## src/rtl/opp_search_pkg.sv

```systemverilog
package opp_search_pkg;
  typedef enum logic {
    MODE_ROUND = 1'b0,
    MODE_EXACT = 1'b1
  } search_mode_e;
endpackage

```

## src/rtl/opp_table.sv

```systemverilog
module opp_table #(
  parameter int ENTRIES = 8,
  parameter int WORD_W  = 32,
  parameter int IDX_W   = 3
) (
  input  logic              clk,
  input  logic              rst_n,
  input  logic              wr_en_i,
  input  logic [IDX_W-1:0]  wr_idx_i,
  input  logic [WORD_W-1:0] wr_data_i,
  input  logic [IDX_W-1:0]  rd_idx_i,
  output logic [WORD_W-1:0] rd_word_o
);
  logic [WORD_W-1:0] word_q [ENTRIES];

  for (genvar g = 0; g < ENTRIES; g++) begin : g_entry
    logic wr_hit;
    assign wr_hit = wr_en_i && (wr_idx_i == IDX_W'(g));
    always_ff @(posedge clk or negedge rst_n) begin
      if (!rst_n)      word_q[g] <= '0;
      else if (wr_hit) word_q[g] <= wr_data_i;
    end
  end

  assign rd_word_o = word_q[rd_idx_i];
endmodule

```

## src/rtl/opp_decode.sv

```systemverilog
module opp_decode #(
  parameter int WORD_W = 32,
  parameter int CODE_W = 20,
  parameter int MV_W   = 12,
  parameter int MULT   = 20,
  parameter int KHZ_W  = 25
) (
  input  logic [WORD_W-1:0] word_i,
  output logic [KHZ_W-1:0]  khz_o,
  output logic [MV_W-1:0]   mv_o
);
  logic [CODE_W-1:0] code;
  assign code  = word_i[CODE_W-1:0];
  assign mv_o  = word_i[CODE_W +: MV_W];
  assign khz_o = KHZ_W'(code) * KHZ_W'(MULT);
endmodule

```

## src/rtl/opp_scan.sv

```systemverilog
module opp_scan
  import opp_search_pkg::*;
#(
  parameter int ENTRIES = 8,
  parameter int IDX_W   = 3,
  parameter int CNT_W   = 4,
  parameter int KHZ_W   = 25,
  parameter int MV_W    = 12
) (
  input  logic             clk,
  input  logic             rst_n,
  input  logic             start_i,
  input  logic             mode_i,
  input  logic [CNT_W-1:0] count_i,
  input  logic [KHZ_W-1:0] req_i,
  input  logic [KHZ_W-1:0] ent_khz_i,
  input  logic [MV_W-1:0]  ent_mv_i,
  output logic [IDX_W-1:0] cur_idx_o,
  output logic             busy_o,
  output logic             done_o,
  output logic             valid_o,
  output logic [IDX_W-1:0] idx_o,
  output logic [KHZ_W-1:0] freq_o,
  output logic [MV_W-1:0]  mv_o
);
  localparam logic [CNT_W-1:0] CNT_MAX = CNT_W'(ENTRIES);

  // control state
  logic busy_q, busy_d, empty_q, empty_d, done_q, done_d;
  search_mode_e mode_q, mode_d;
  logic [KHZ_W-1:0] req_q, req_d;
  logic [IDX_W-1:0] cur_q, cur_d, last_q, last_d;
  // trackers: smallest at/above, largest below, first equal
  logic             ge_v_q, ge_v_d, lt_v_q, lt_v_d, eq_v_q, eq_v_d;
  logic [IDX_W-1:0] ge_i_q, ge_i_d, lt_i_q, lt_i_d, eq_i_q, eq_i_d;
  logic [KHZ_W-1:0] ge_f_q, ge_f_d, lt_f_q, lt_f_d;
  logic [MV_W-1:0]  ge_m_q, ge_m_d, lt_m_q, lt_m_d, eq_m_q, eq_m_d;
  // result
  logic             res_v_q, res_v_d;
  logic [IDX_W-1:0] res_i_q, res_i_d;
  logic [KHZ_W-1:0] res_f_q, res_f_d;
  logic [MV_W-1:0]  res_m_q, res_m_d;

  logic [CNT_W-1:0] cnt_clamp;
  logic ge_take, lt_take, eq_take;

  assign cnt_clamp = (count_i > CNT_MAX) ? CNT_MAX : count_i;
  assign ge_take = (ent_khz_i >= req_q) && (!ge_v_q || ent_khz_i < ge_f_q);
  assign lt_take = (ent_khz_i <  req_q) && (!lt_v_q || ent_khz_i > lt_f_q);
  assign eq_take = (ent_khz_i == req_q) && !eq_v_q;

  always_comb begin
    busy_d = busy_q;  empty_d = empty_q;  done_d = 1'b0;
    mode_d = mode_q;  req_d = req_q;  cur_d = cur_q;  last_d = last_q;
    ge_v_d = ge_v_q;  ge_i_d = ge_i_q;  ge_f_d = ge_f_q;  ge_m_d = ge_m_q;
    lt_v_d = lt_v_q;  lt_i_d = lt_i_q;  lt_f_d = lt_f_q;  lt_m_d = lt_m_q;
    eq_v_d = eq_v_q;  eq_i_d = eq_i_q;  eq_m_d = eq_m_q;
    res_v_d = res_v_q; res_i_d = res_i_q; res_f_d = res_f_q; res_m_d = res_m_q;

    if (!busy_q) begin
      if (start_i) begin
        busy_d  = 1'b1;
        empty_d = (cnt_clamp == '0);
        mode_d  = search_mode_e'(mode_i);
        req_d   = req_i;
        cur_d   = '0;
        last_d  = IDX_W'(cnt_clamp - CNT_W'(1));
        ge_v_d  = 1'b0;
        lt_v_d  = 1'b0;
        eq_v_d  = 1'b0;
      end
    end else if (empty_q) begin
      busy_d = 1'b0;  done_d = 1'b0 | 1'b1;
      res_v_d = 1'b0; res_i_d = '0; res_f_d = '0; res_m_d = '0;
    end else begin
      if (ge_take) begin ge_v_d = 1'b1; ge_i_d = cur_q; ge_f_d = ent_khz_i; ge_m_d = ent_mv_i; end
      if (lt_take) begin lt_v_d = 1'b1; lt_i_d = cur_q; lt_f_d = ent_khz_i; lt_m_d = ent_mv_i; end
      if (eq_take) begin eq_v_d = 1'b1; eq_i_d = cur_q; eq_m_d = ent_mv_i; end
      if (cur_q == last_q) begin
        busy_d = 1'b0;
        done_d = 1'b1;
        res_v_d = 1'b0; res_i_d = '0; res_f_d = '0; res_m_d = '0;
        if (mode_q == MODE_EXACT) begin
          if (eq_v_d) begin
            res_v_d = 1'b1; res_i_d = eq_i_d; res_f_d = req_q; res_m_d = eq_m_d;
          end
        end else if (ge_v_d) begin
          res_v_d = 1'b1; res_i_d = ge_i_d; res_f_d = ge_f_d; res_m_d = ge_m_d;
        end else if (lt_v_d) begin
          res_v_d = 1'b1; res_i_d = lt_i_d; res_f_d = lt_f_d; res_m_d = lt_m_d;
        end
      end else begin
        cur_d = cur_q + IDX_W'(1);
      end
    end
  end

  always_ff @(posedge clk or negedge rst_n) begin
    if (!rst_n) begin
      busy_q <= 1'b0; empty_q <= 1'b0; done_q <= 1'b0;
      mode_q <= MODE_ROUND; req_q <= '0; cur_q <= '0; last_q <= '0;
      ge_v_q <= 1'b0; ge_i_q <= '0; ge_f_q <= '0; ge_m_q <= '0;
      lt_v_q <= 1'b0; lt_i_q <= '0; lt_f_q <= '0; lt_m_q <= '0;
      eq_v_q <= 1'b0; eq_i_q <= '0; eq_m_q <= '0;
      res_v_q <= 1'b0; res_i_q <= '0; res_f_q <= '0; res_m_q <= '0;
    end else begin
      busy_q <= busy_d; empty_q <= empty_d; done_q <= done_d;
      mode_q <= mode_d; req_q <= req_d; cur_q <= cur_d; last_q <= last_d;
      ge_v_q <= ge_v_d; ge_i_q <= ge_i_d; ge_f_q <= ge_f_d; ge_m_q <= ge_m_d;
      lt_v_q <= lt_v_d; lt_i_q <= lt_i_d; lt_f_q <= lt_f_d; lt_m_q <= lt_m_d;
      eq_v_q <= eq_v_d; eq_i_q <= eq_i_d; eq_m_q <= eq_m_d;
      res_v_q <= res_v_d; res_i_q <= res_i_d; res_f_q <= res_f_d; res_m_q <= res_m_d;
    end
  end

  assign cur_idx_o = cur_q;
  assign busy_o    = busy_q;
  assign done_o    = done_q;
  assign valid_o   = res_v_q;
  assign idx_o     = res_i_q;
  assign freq_o    = res_f_q;
  assign mv_o      = res_m_q;
endmodule

```

## src/rtl/opp_search_top.sv

```systemverilog
module opp_search_top #(
  parameter int ENTRIES = 8,
  parameter int CODE_W  = 20,
  parameter int MV_W    = 12,
  parameter int MULT    = 20,
  parameter int IDX_W   = $clog2(ENTRIES),
  parameter int CNT_W   = $clog2(ENTRIES + 1),
  parameter int WORD_W  = CODE_W + MV_W,
  parameter int KHZ_W   = CODE_W + $clog2(MULT)
) (
  input  logic              clk,
  input  logic              rst_n,
  input  logic              wr_en_i,
  input  logic [IDX_W-1:0]  wr_idx_i,
  input  logic [WORD_W-1:0] wr_data_i,
  input  logic              start_i,
  input  logic              mode_i,
  input  logic [CNT_W-1:0]  count_i,
  input  logic [KHZ_W-1:0]  req_khz_i,
  output logic              busy_o,
  output logic              done_o,
  output logic              valid_o,
  output logic [IDX_W-1:0]  idx_o,
  output logic [KHZ_W-1:0]  freq_khz_o,
  output logic [MV_W-1:0]   mv_o
);
  logic [IDX_W-1:0]  cur_idx;
  logic [WORD_W-1:0] cur_word;
  logic [KHZ_W-1:0]  cur_khz;
  logic [MV_W-1:0]   cur_mv;

  opp_table #(.ENTRIES(ENTRIES), .WORD_W(WORD_W), .IDX_W(IDX_W)) u_table (
    .clk(clk), .rst_n(rst_n),
    .wr_en_i(wr_en_i), .wr_idx_i(wr_idx_i), .wr_data_i(wr_data_i),
    .rd_idx_i(cur_idx), .rd_word_o(cur_word)
  );

  opp_decode #(.WORD_W(WORD_W), .CODE_W(CODE_W), .MV_W(MV_W),
               .MULT(MULT), .KHZ_W(KHZ_W)) u_decode (
    .word_i(cur_word), .khz_o(cur_khz), .mv_o(cur_mv)
  );

  opp_scan #(.ENTRIES(ENTRIES), .IDX_W(IDX_W), .CNT_W(CNT_W),
             .KHZ_W(KHZ_W), .MV_W(MV_W)) u_scan (
    .clk(clk), .rst_n(rst_n),
    .start_i(start_i), .mode_i(mode_i), .count_i(count_i), .req_i(req_khz_i),
    .ent_khz_i(cur_khz), .ent_mv_i(cur_mv), .cur_idx_o(cur_idx),
    .busy_o(busy_o), .done_o(done_o), .valid_o(valid_o),
    .idx_o(idx_o), .freq_o(freq_khz_o), .mv_o(mv_o)
  );
endmodule

```

## config.mk

```make
export PLATFORM = sky130hd
export DESIGN_NAME = opp_search_top
export DESIGN_NICKNAME = d
export VERILOG_FILES = /design/src/rtl/opp_search_pkg.sv /design/src/rtl/opp_table.sv /design/src/rtl/opp_decode.sv /design/src/rtl/opp_scan.sv /design/src/rtl/opp_search_top.sv
export SDC_FILE = /design/constraint.sdc
export NUM_CORES = 1
export LEC_CHECK = 0
export ABC_AREA = 1
export BUFFER_PORTS_ARGS = -buffer_cell sky130_fd_sc_hd__buf_2
export CAP_MARGIN = 15
export CORE_AREA = 8 8 209 211
export CTS_CLUSTER_DIAMETER = 200
export DETAILED_ROUTE_END_ITERATION = 6
export DIE_AREA = 0 0 217 219
export PLACE_DENSITY = 0.76
export SLEW_MARGIN = 15
export SYNTH_ARGS = -nofsm -noshare
export SYNTH_HDL_FRONTEND = slang
export SYNTH_SLANG_ARGS = --single-unit
```

## constraint.sdc

```tcl
create_clock -name clk -period 6.3 [get_ports clk]
set_input_delay 0.63 -clock clk [delete_from_list [all_inputs] [get_ports clk]]
set_output_delay 0.63 -clock clk [all_outputs]
set_load 0.03 [all_outputs]
```

[Yosys cells after proc, flatten, opt, wreduce, memory -nomap -nowiden]
Index checks and enable logic that the tools add are counted.
Word-level totals
  logic and storage cells: 141
  bits of input ports: 69
  output and inout bits: 43
  register bits: 430
Operators by class
  order comparisons: 6
  muxes and demuxes: 63
  $add $sub $neg: 2
  reductions and logical operators: 25
  multipliers: 1
  bitwise gates (word level): 3
  equal/unequal tests: 11
Operators with widths (count)
  25-bit two-way mux: 8
  12-bit two-way mux: 9
  32-bit binary-select mux with 3-bit select: 1
  32-bit two-way mux: 2
  25-bit less-than comparator: 2
  3-bit two-way mux: 13
  1-bit two-way mux: 29
  25-bit == test: 1
  25-bit >= comparator: 1
  25-bit > comparator: 1
  20-bit by 3-bit multiplier with 23-bit output, second input constant: 1
  3-bit == test, second input constant: 4
  1-bit logical AND: 11
  2-bit AND reduction: 4
  3-bit by 2-bit == test with 1-bit output, second input constant: 2
  4-bit >= comparator, second input constant: 1
  4-bit > comparator, second input constant: 1
  4-bit zero test: 1
  4-bit two-way mux: 1
  2-bit inequality test, second input constant: 2
  3-bit inverter with 4-bit output: 1
  2-bit nonzero test: 2
  3-bit by 1-bit adder with 3-bit output, second input constant: 1
  3-bit by 1-bit == test with 1-bit output, second input constant: 1
  7 further kinds: 11

[Logic depth before layout (Yosys ltp)]
Gate-level depths: netlist of run 1.
  depth after elaboration: 16
  depth in mapped cells: 39
  gate-level depth less buffers: 34

[Cells and area by module]
From an unflattened synthesis of run 1, not the netlist that was laid out.
Unflattened totals
  cells, all modules: 3383
  area, all modules: 24521.0 sq um
By module, submodules not included
  opp_table: area an instance 12465.7 sq um, cells an instance 1716, times used 1, seq. area each 6406.1 sq um
  opp_scan: area an instance 10644.0 sq um, cells an instance 1431, times used 1, seq. area each 4354.2 sq um
  opp_decode: area an instance 1411.4 sq um, cells an instance 236, times used 1, seq. area each 0.0 sq um

[Worst setup path after synthesis of run 1]
No wires, ideal clock.
  kind: register to register
  start point: register u_scan.cur_q[0] (netlist: u_scan.cur_idx_o[0])
  end point: register u_scan.res_f_q[15] (netlist: u_scan.freq_o[15])
  library setup time: 0.117 ns
  required time: 6.183 ns
  arrival: 4.886 ns
  cell stages (with the launch flop): 37
  path slack: 1.298 ns
  clock period less this slack: 5.002 ns
  path buffers: 6
  cells stage by stage: dfrtp_1 -> buf_2 -> inv_2 -> buf_2 -> buf_2 -> clkbuf_1 -> nor2_1 -> o22ai_1 -> nor2_1 -> a31oi_1 -> ha_1 -> ha_1 -> fa_1 -> nand3_1 -> nand3_1 -> nand2_1 -> nand2_1 -> nand2_1 -> nand2_1 -> xnor2_1 -> inv_1 -> ha_1 -> nand2_1 -> nor2_1 -> nand4_1 -> nor2_1 -> nand2_1 -> nand3_1 -> nand2_1 -> nand2_1 -> buf_4 -> buf_4 -> nand3_1 -> nand3_1 -> nand3_1 -> nand2_1 -> nand2_1
Between the ends
  word-level cells in the longest chain between the ends: 16
  elaborated cells between the ends (all ways): 35
  those cells by class: mul: 1; order compare: 4; eq/ne: 2; mux: 20; bitwise: 1; reduce/logical: 7
Ends and longest elaborated chain
  from (decl): RTL line opp_scan.sv:32  | logic [IDX_W-1:0] cur_q, cur_d, last_q, last_d;
  from (signal assigned): RTL line opp_scan.sv:108  | mode_q <= mode_d; req_q <= req_d; cur_q <= cur_d; last_q <= last_d;
  3-bit inverter with 4-bit output (not written as such): RTL line opp_table.sv:25  | assign rd_word_o = word_q[rd_idx_i];
  32-bit binary-select mux with 3-bit select: RTL line opp_table.sv:25
  32-bit two-way mux (not written as such) (2 in series): RTL line opp_table.sv:25
  20-bit by 3-bit multiplier with 23-bit output: RTL line opp_decode.sv:15  | assign khz_o = KHZ_W'(code) * KHZ_W'(MULT);
  25-bit > comparator: RTL line opp_scan.sv:49  | assign lt_take = (ent_khz_i < req_q) && (!lt_v_q || ent_khz_i > lt_f_q);
  1-bit logical OR: RTL line opp_scan.sv:49
  1-bit logical AND: RTL line opp_scan.sv:49
  1-bit two-way mux: RTL line opp_scan.sv:77  | if (lt_take) begin lt_v_d = 1'b1; lt_i_d = cur_q; lt_f_d = ent_khz_i; lt_m_d = ent_mv_i; end
  1-bit two-way mux: RTL line opp_scan.sv:72  | end else if (empty_q) begin
  1-bit two-way mux: RTL line opp_scan.sv:60  | if (!busy_q) begin
  25-bit two-way mux: RTL line opp_scan.sv:89  | end else if (lt_v_d) begin
  25-bit two-way mux: RTL line opp_scan.sv:87  | end else if (ge_v_d) begin
  25-bit two-way mux: RTL line opp_scan.sv:83  | if (mode_q == MODE_EXACT) begin
  25-bit two-way mux: RTL line opp_scan.sv:79  | if (cur_q == last_q) begin
  25-bit two-way mux: RTL line opp_scan.sv:72
  to (signal assigned): RTL line opp_scan.sv:112  | res_v_q <= res_v_d; res_i_q <= res_i_d; res_f_q <= res_f_d; res_m_q <= res_m_d;
  to (decl): RTL line opp_scan.sv:41  | logic [KHZ_W-1:0] res_f_q, res_f_d;
Parallel ways exist; a longest one is shown, timed or not. The select of a mux whose other input is x is not followed.
A chain may end at the register's enable or synchronous reset.

[Worst setup path in the final report of run 1]
  start point: register u_scan.cur_q[0] (netlist: u_scan.cur_idx_o[0])
  end point: register u_scan.res_i_q[0] (netlist: u_scan.idx_o[0])
Between the ends
  word-level cells in the longest chain between the ends: 16
  elaborated cells between the ends (all ways): 36
  those cells by class: mul: 1; order compare: 4; eq/ne: 2; mux: 21; bitwise: 1; reduce/logical: 7
Ends and longest elaborated chain
  3-bit inverter with 4-bit output (not written as such): RTL line opp_table.sv:25
  32-bit binary-select mux with 3-bit select: RTL line opp_table.sv:25
  32-bit two-way mux (not written as such) (2 in series): RTL line opp_table.sv:25
  20-bit by 3-bit multiplier with 23-bit output: RTL line opp_decode.sv:15
  25-bit > comparator: RTL line opp_scan.sv:49
  1-bit logical OR: RTL line opp_scan.sv:49
  1-bit logical AND: RTL line opp_scan.sv:49
  1-bit two-way mux: RTL line opp_scan.sv:77
  1-bit two-way mux: RTL line opp_scan.sv:72
  1-bit two-way mux: RTL line opp_scan.sv:60
  3-bit two-way mux: RTL line opp_scan.sv:89
  3-bit two-way mux: RTL line opp_scan.sv:87
  3-bit two-way mux: RTL line opp_scan.sv:83
  3-bit two-way mux: RTL line opp_scan.sv:79
  3-bit two-way mux: RTL line opp_scan.sv:72
  to (signal assigned): RTL line opp_scan.sv:112
  to (decl): RTL line opp_scan.sv:40  | logic [IDX_W-1:0] res_i_q, res_i_d;
Parallel ways exist; a longest one is shown, timed or not. The select of a mux whose other input is x is not followed.

==> impl_metrics.tcl, run 1 <==
set metrics [dict create \
    ys_ff_latch 430 \
    cts_max_level 2 \
    drive_gt1_share_pct 9.33 \
    nets 3261 \
    maxSlewHeadroom_pct 25.9 \
    min_period_over_period_pct 94.8 \
    worst_slack_ns 0.325 \
    grt_pass1_vias 20500 \
    async_reset_ff_share_pct 100 \
    final_area_um2 25800 \
    path_clk_slew_ns 0.06 \
    vias_per_cell 5.75 \
    grt_util_met1_pct 36.0 \
    slowest_delay_ns 0.53 \
    avgRoutedWirePerCell_um 17.9 \
    vias 21000 \
    fill_cells 3523 \
    path_class "reg2reg" \
    cts_root_buf "clkbuf_16" \
    synth-seq-area-share_pct 46.4 \
    start_util_pct 57.4 \
    post-route-util_pct 64.0 \
    critPathMostFrequentCell "nand2_1" \
    layout_min_cycle_time_ns 5.97 \
    required_ns 6.78 \
    grt_pass1_wl_um 106000 \
    num_rows 74 \
    grt_use_met3_pct 3.68 \
    post-place-ws_ns 0.173 \
    cts_buffers 47 \
    cp.arrival_ns 6.45 \
    synth_flop_cell "dfrtp_1" \
    rrSetupSlack_ns 0.33 \
    clock_latency_ns 0.60 \
    cts_sinks 430 \
    slowest_stage "dfrtp_4" \
    grt_overflow 0 \
    final_hold_viol_count 0 \
    holdCritPathClass "in2async" \
    first_iter_violations 2164 \
    outcome "complete, but fails checks" \
    maxSlewViolCount 0 \
    use_met2_pct 45.0 \
    setup_viol 0 \
    gp_congestion 0.928 \
    synth.net_count 3216 \
    max_clock_freq_mhz 167 \
    holdBufCountCts 0 \
    top_usage_layer "met2" \
    synth_enable_flop_cells 0 \
    cts_tree "built" \
    maxCapViolCount 0 \
    cp_top_family "simple AND/OR/NAND/NOR gates" \
    die_h_um 219 \
    totalWireLength_um 65400 \
    firstDrtPassIters 7 \
    ant_nets 0 \
    antenna_found_initial 1 \
    violations "design-rule violations" \
    crit_path_start_kind "flip-flop" \
    area.growth.synth_to_final_pct 11.5 \
    ios 112 \
    synthCells 3039 \
    cts_buffer_depth 3 \
    synthesis.area_um2 23200 \
    end_kind "flip-flop" \
    die_w_um 217 \
    worstPathMaxFanout 22 \
    cp.buffers_inverters 7 \
    antenna_cells 0 \
    grt_start_max_net_pins 182 \
    synth.avg_cell_area_um2 7.63 \
    worst_clock_skew_ns 0.0259 \
    dieArea_um2 47500 \
    synth_cell_types 41 \
    track_usage_pct 27.0 \
    rsz0062_at_grt "true" \
    yosys_warnings 0 \
    drc 1 \
    io_buffers 111 \
    hpwl_um 41200 \
    tightest_slew_ns 1.11 \
    dpl-instance-area_um2 24100 \
    core-area_um2 40400 \
]
registers in the layout, summed over array words and instances (netlist names), 12 cells and up:
name            count
u_scan.ge_m_q      12
u_scan.lt_m_q      12
u_scan.freq_o      25
u_scan.ge_f_q      25
u_scan.mv_o        12
u_table.word_q    256
u_scan.eq_m_q      12
u_scan.req_q       25
u_scan.lt_f_q      25
cells by family (layout without fill, tap and decap cells):
group                    count (synthesis)  after routing  share of synthesized area (%)
buffers and inverters                  497            577                           8.72
AND/OR/NAND/NOR                       1299           1299                           22.7
adder cells (fa/ha/maj)                108            108                           5.86
AO/OA/AOI/OAI                          692            692                           15.8
XOR/XNOR                                13             13                          0.491
flip-flops                             430            430                           46.4
per-layer routing:
layer  up-vias  share of wire (%)  wire length [um]
met5         -              0.020                13
met4         2                2.7              1770
met3       157                7.3              4770
met2       828                 47             31000
met1     10000                 43             27900
li1       9961                  -                 -
through the flow:
step	TNS [ns]	cells	hold slack, ns
after floorplan	0	3039	0.334
final	0	3651	0.0544
after global routing	-0.0433	3651	0.139
after global placement	0	3560	0.449
after CTS	0	3644	0.105
after detailed placement	0	3560	0.460
synth_stat cells, types with 9 or more instances:
master	n	share of area, %
ha_1	107	5.8
nor2_1	219	3.5
o21ai_0	434	9.4
a31oi_1	18	0.49
o22ai_1	44	1.2
o211ai_1	17	0.55
inv_1	313	5.1
a21oi_1	84	1.8
buf_4	16	0.52
dfrtp_1	430	46
nand2_1	833	13
o21ai_1	72	1.6
inv_2	10	0.16
buf_1	9	0.15
buf_2	35	0.76
nand3_1	221	4.8
clkbuf_1	107	1.7
cell type report:
cell class	count	area [um^2]	area share, %
clock buffer	70	1390	5.39
clock inverter	14	143	0.552
inverter	323	1210	4.70
multi-input combinational	2112	10500	40.7
sequential	430	10800	41.6
tap	532	666	2.58
timing repair buffer	170	1150	4.45
worst paths after layout:
kind,startpoint,to,cells past startpoint
worst max-delay path,u_scan.cur_idx_o[0]$_DFFE_PN0P_,u_scan.idx_o[0]$_DFFE_PN0P_,30
worst min-delay path,rst_n,u_scan.req_q[11]$_DFFE_PN0P_,1
worst max register to register,u_scan.cur_idx_o[0]$_DFFE_PN0P_,u_scan.idx_o[0]$_DFFE_PN0P_,30
worst min register to register,u_scan.freq_o[11]$_DFFE_PN0P_,u_scan.freq_o[11]$_DFFE_PN0P_,2
max in group asynchronous,rst_n,u_table.word_q[18]$_DFFE_PN0P_,2
min in group clk,req_khz_i[11],u_scan.req_q[11]$_DFFE_PN0P_,3
placed cells by master, fill, tap and decap left out, types with 10 or more instances in the layout:
master       n
nand2_1    827
o21ai_0    432
dfrtp_1    428
inv_1      312
nand3_1    220
nor2_1     217
buf_2      110
ha_1       107
a21oi_1     83
o21ai_1     73
clkbuf_16   50
buf_4       47
o22ai_1     44
o211ai_1    17
clkbuf_1    11
clkbuf_8    11
a31oi_1     10
repair_timing:
item                                    in CTS  in global routing
gates resized for setup                      0                 18
setup buffers                                0                  4
endpoints found under the setup margin       0                120
Power of run 1 is not shown: default switching activity piles up to over one toggle a cycle in this logic, so the estimate is an artifact.
==> inputs of run 2 (changes only) <==
--- a/config.mk
+++ b/config.mk
@@ -8,11 +8,10 @@
 export ABC_AREA = 1
 export BUFFER_PORTS_ARGS = -buffer_cell sky130_fd_sc_hd__buf_2
 export CAP_MARGIN = 15
-export CORE_AREA = 8 8 209 211
+export CORE_AREA = 8 8 267 269
 export CTS_CLUSTER_DIAMETER = 200
 export DETAILED_ROUTE_END_ITERATION = 6
-export DIE_AREA = 0 0 217 219
-export PLACE_DENSITY = 0.76
+export DIE_AREA = 0 0 275 277
 export SLEW_MARGIN = 15
 export SYNTH_ARGS = -nofsm -noshare
 export SYNTH_HDL_FRONTEND = slang
==> run 2 against run 1 <==
  * The flow now finishes without violations
  * Sequential share of layout area is 0.75 points lower
  * Via count fell by 5.1%
  * Cell count grew 9.6%
  * Largest cell class unchanged
  * Global-route usage down 9.7 points
  * Count of clock-buffer cells in the layout rose by 3
  * Fmax grew 2.2%
  * Flip-flop and latch count did not move
  * Worst setup slack gained 0.13 ns
  * Wire length increased by 1.5%
  * Die area grew 60%
==> impl_metrics.tcl, run 2 (synthesized netlist as in run 1, its figures left out) <==
set metrics [dict create \
    cts_buffers 49 \
    outcome "finished clean" \
    max_clock_freq_mhz 171 \
    crit_path_start_kind "flip-flop" \
    setup_tns_ns 0 \
    dieArea_um2 76200 \
    io_buffers 111 \
    totalWireLength_um 66400 \
    top_usage_layer "met2" \
    r2r-end "u_scan.freq_o[13]$_DFFE_PN0P_" \
    vias_per_cell 4.97 \
    post-route-util_pct 39.4 \
    slowest_stage "dfrtp_2" \
    ios 112 \
    cp.buffers_inverters 7 \
    min_period_over_period_pct 92.8 \
    end_kind "flip-flop" \
    drive_gt1_share_pct 9.29 \
    grt_start_max_net_pins 152 \
    grt_overflow 0 \
    cts_sinks 430 \
    setup_viol 0 \
    firstDrtPassIters 6 \
    cts_tree "built" \
    fill_cells 6946 \
    grt_pass1_wl_um 108000 \
    cts_max_level 2 \
    grt_use_met3_pct 3.19 \
    maxSlewHeadroom_pct 40.3 \
    final_hold_viol_count 0 \
    path_class "reg2reg" \
    hold_slack_ns 0.0301 \
    rrSetupSlack_ns 0.45 \
    cp.arrival_ns 6.31 \
    clock_latency_ns 0.60 \
    maxSlewViolCount 0 \
    vias 19900 \
    holdCritPathClass "in2async" \
    gp_congestion 0.892 \
    tightest_slew_ns 0.895 \
    worst_r2r_path_depth 32 \
    final_area_um2 26300 \
    num_rows 95 \
    track_usage_pct 17.3 \
    grt_util_met1_pct 24.1 \
    cts_root_buf "clkbuf_16" \
    regMostFlops "u_table.word_q" \
    dpl-instance-area_um2 24600 \
    cts_buffer_depth 3 \
    nets 3261 \
    layout_commonest_cell "nand2_1" \
    antenna_found_initial 9 \
    ant_nets 0 \
    worstPathMaxFanout 18 \
    critPathMostFrequentCell "nand2_1" \
    worst_clock_skew_ns 0.0296 \
    cp_top_family "simple AND/OR/NAND/NOR gates" \
    core-area_um2 66800 \
    avgRoutedWirePerCell_um 16.6 \
    die_h_um 277 \
    slowest_delay_ns 0.43 \
    first_iter_violations 1594 \
    required_ns 6.76 \
    rsz0062_at_grt "false" \
    drc 0 \
    use_met2_pct 27.6 \
    maxCapViolCount 0 \
    hpwl_um 43200 \
    final_cell_mix "nand2_1, o21ai_0, dfrtp_1, inv_1, nand3_1" \
    start_util_pct 34.7 \
    largest_reg_flops 256 \
    grt_pass1_vias 19100 \
    post_cts_buffers 0 \
    area.growth.synth_to_final_pct 13.5 \
    reg2reg_from "u_scan.cur_idx_o[1]$_DFFE_PN0P_" \
    layout_min_cycle_time_ns 5.85 \
    path_clk_slew_ns 0.06 \
    die_w_um 275 \
]
## run 2: changes by cell type in the layout (fill, tap and decap cells not counted), moves of 2 or more
cell / before / now
a31oi_1: 10 / 16
a31oi_2: 8 / 2
buf_12: 8 / 10
buf_6: 2 / 0
clkbuf_1: 11 / 8
clkbuf_8: 11 / 16
diode_2: 0 / 7
nor2_1: 217 / 215
nor2_2: 2 / 4
## run 2: worst max path at each step
stage	slack [ns]	from	depth (start not counted)	to
after floorplan	1.30	u_scan.cur_idx_o[0]$_DFFE_PN0P_	36	u_scan.freq_o[15]$_DFFE_PN0P_
after global placement	0.20	u_scan.cur_idx_o[1]$_DFFE_PN0P_	32	u_scan.freq_o[13]$_DFFE_PN0P_
after detailed placement	0.23	u_scan.cur_idx_o[1]$_DFFE_PN0P_	32	u_scan.freq_o[22]$_DFFE_PN0P_
after CTS	0.16	u_scan.cur_idx_o[1]$_DFFE_PN0P_	32	u_scan.freq_o[13]$_DFFE_PN0P_
after global routing	0.005	u_scan.cur_idx_o[1]$_DFFE_PN0P_	34	u_scan.lt_m_q[11]$_DFFE_PN0P_
final	0.45	u_scan.cur_idx_o[1]$_DFFE_PN0P_	32	u_scan.freq_o[13]$_DFFE_PN0P_
## run 2: final cells by class
class	count	area [um^2]	share of cell area, %
sequential	430	10800	40.9
multi-input combinational	2112	10500	39.7
clock buffer	73	1480	5.61
inverter	323	1220	4.63
timing repair buffer	168	1120	4.25
tap	873	1090	4.15
clock inverter	15	173	0.656
antenna	7	17.5	0.0666
## run 2: timing repair
action                                  4_1_cts  5_1_grt
endpoints found under the setup margin        0      120
resized for setup                             0        6
hold buffers                                  0        0
## run 2: routing by layer
layer	wire, um	vias to the layer above
li1	-	9964
met1	31200	9369
met2	30000	465
met3	3900	99
met4	1250	6
met5	38	-
## run 2: through the flow
step                instances  worst slack [ns]
floorplan                3039              1.30
global placement         3906             0.197
detailed placement       3906             0.229
CTS                      3994             0.163
global route             3994           0.00469
finish                   4001             0.454
Power of run 2 is left out for the same reason.
==> inputs of run 3 (changes only) <==
==> constraint.sdc (replaced) <==
create_clock -name clk -period 6.3 [get_ports clk]
set_input_delay 0.315 -clock clk [delete_from_list [all_inputs] [get_ports clk]]
set_output_delay 0.315 -clock clk [all_outputs]
set_load 0.03 [all_outputs]
==> run 3 against run 2 <==
  * Count of clock-buffer cells in the layout is 7 lower
  * First-iteration DRC count is 7.2% lower
  * Design area is 1.7% higher
  * Cell count is 0.97% higher
  * Flip-flop and latch count stayed put
  * Critical path depth is 1 higher
  * Non-clock buffer count is 46 higher
  * Worst setup slack better by 0.059 ns
  * Die area stayed put
  * Via count is 1.3% higher
  * Core utilization is 0.69 points higher
  * Wire length is 0.75% higher
  * Largest cell class unchanged
==> impl_metrics.tcl, run 3 (synthesized netlist as in run 1, its figures left out) <==
set metrics [dict create \
    ant_nets 0 \
    cts_tree "built" \
    core-area_um2 66800 \
    die_h_um 277 \
    grt_overflow 0 \
    num_rows 95 \
    final_cells 4040 \
    required_ns 6.73 \
    max_clock_freq_mhz 173 \
    maxCapViolCount 0 \
    die_w_um 275 \
    layout_min_cycle_time_ns 5.79 \
    drive_gt1_share_pct 9.23 \
    worst_clock_skew_ns 0.0402 \
    largest_reg_flops 256 \
    slowest_delay_ns 0.55 \
    io_buffers 111 \
    cts_buffers 47 \
    grt_pass1_vias 19300 \
    cts_max_level 2 \
    final_cell_mix "nand2_1, o21ai_0, dfrtp_1, inv_1, nand3_1" \
    maxSlewHeadroom_pct 37.8 \
    cts_sinks 430 \
    place_inst 3906 \
    path_class "reg2reg" \
    tightest_slew_ns 0.933 \
    crit_path_start_kind "flip-flop" \
    layout_commonest_cell "nand2_1" \
    outcome "finished clean" \
    vias 20200 \
    dieArea_um2 76200 \
    firstDrtPassIters 6 \
    vias_per_cell 4.99 \
    min_period_over_period_pct 91.9 \
    track_usage_pct 17.4 \
    setup_viol 0 \
    maxSlewViolCount 0 \
    holdCritPathClass "in2reg" \
    setup_tns_ns 0 \
    cp.arrival_ns 6.21 \
    post_cts_buffers 0 \
    slowest_stage "dfrtp_4" \
    grt_pass1_wl_um 108000 \
    worstPathMaxFanout 61 \
    avgRoutedWirePerCell_um 16.6 \
    cts_root_buf "clkbuf_16" \
    totalWireLength_um 66900 \
    nets 3305 \
    path_clk_slew_ns 0.06 \
    end_kind "flip-flop" \
    first_iter_violations 1480 \
    regMostFlops "u_table.word_q" \
    clock_latency_ns 0.61 \
    drc 0 \
    cts_buffer_depth 3 \
    ios 112 \
    final_hold_viol_count 0 \
    grt_start_max_net_pins 152 \
    hpwl_um 43100 \
    critPathMostFrequentCell "nand2_1" \
    gp_congestion 0.895 \
    antenna_found_initial 9 \
    rsz0062_at_grt "false" \
    start_util_pct 34.7 \
    area.growth.synth_to_final_pct 15.5 \
]
## run 3: changes by cell type in the layout (fill, tap and decap cells not counted), sizes merged
cell         change
bufinv           +2
clkbuf           -7
clkinvlp         +2
diode            -4
dlygate4sd3     +46
## run 3: layer usage
metal | track usage [%] | wire (um) | up-vias
met3 | 2.68 | 3620 | 104
met5 | 0 | 46 | -
met1 | 24.1 | 31500 | 9509
met4 | 4.92 | 1740 | 8
met2 | 27.8 | 30000 | 494
li1 | - | - | 10000
## run 3: critical path: cells and delay by family, from the launching register on
family          cells  cell delay [ns]
simple gates       17             1.74
buf+inv             7             1.31
fa+ha+maj           4             1.20
flops               1             0.55
compound gates      4             0.53
xor+xnor            1             0.18
## run 3: metrics by stage
stage / cell area (um^2) / util [%] / worst slack (ns) / hold slack, ns
finish: 26800 / 40.1 / 0.513 / 0.0408
global route: 26800 / 40.1 / 0.0548 / 0.0403
CTS: 26700 / 40.0 / 0.188 / 0.00166
detailed placement: 24600 / 36.9 / 0.258 / 0.364
global placement: 24600 / 36.9 / 0.185 / 0.369
floorplan: 23200 / - / 1.30 / 0.0194
## run 3: cell type report
class / instances / area (um^2)
sequential: 430 / 10800
timing repair buffer: 214 / 1590
multi-input combinational: 2112 / 10500
tap: 873 / 1090
clock buffer: 66 / 1360
clock inverter: 19 / 269
antenna: 3 / 7.51
inverter: 323 / 1220
fill: 6885 / 40000
## run 3: final timing paths
check	from	slack, ns	depth (start not counted)	to
max in group asynchronous	rst_n	4.49	3	u_scan.cur_idx_o[0]$_DFFE_PN0P_
hold reg to reg	u_scan.ge_f_q[1]$_DFFE_PN0P_	0.47	2	u_scan.ge_f_q[1]$_DFFE_PN0P_
min in group asynchronous	rst_n	0.30	2	u_scan.req_q[12]$_DFFE_PN0P_
setup / recovery	u_scan.cur_idx_o[0]$_DFFE_PN0P_	0.51	33	u_scan.lt_f_q[10]$_DFFE_PN0P_
setup reg to reg	u_scan.cur_idx_o[0]$_DFFE_PN0P_	0.51	33	u_scan.lt_f_q[10]$_DFFE_PN0P_
hold / removal	count_i[3]	0.04	3	u_scan.last_q[0]$_DFFE_PN0P_
## run 3: repair_timing
action / in CTS / in global routing
setup endpoints to repair: 0 / 120
hold buffers: 46 / 0
resized for setup: 0 / 12
endpoints found under the hold margin: 125 / 0
Power of run 3 is left out for the same reason.
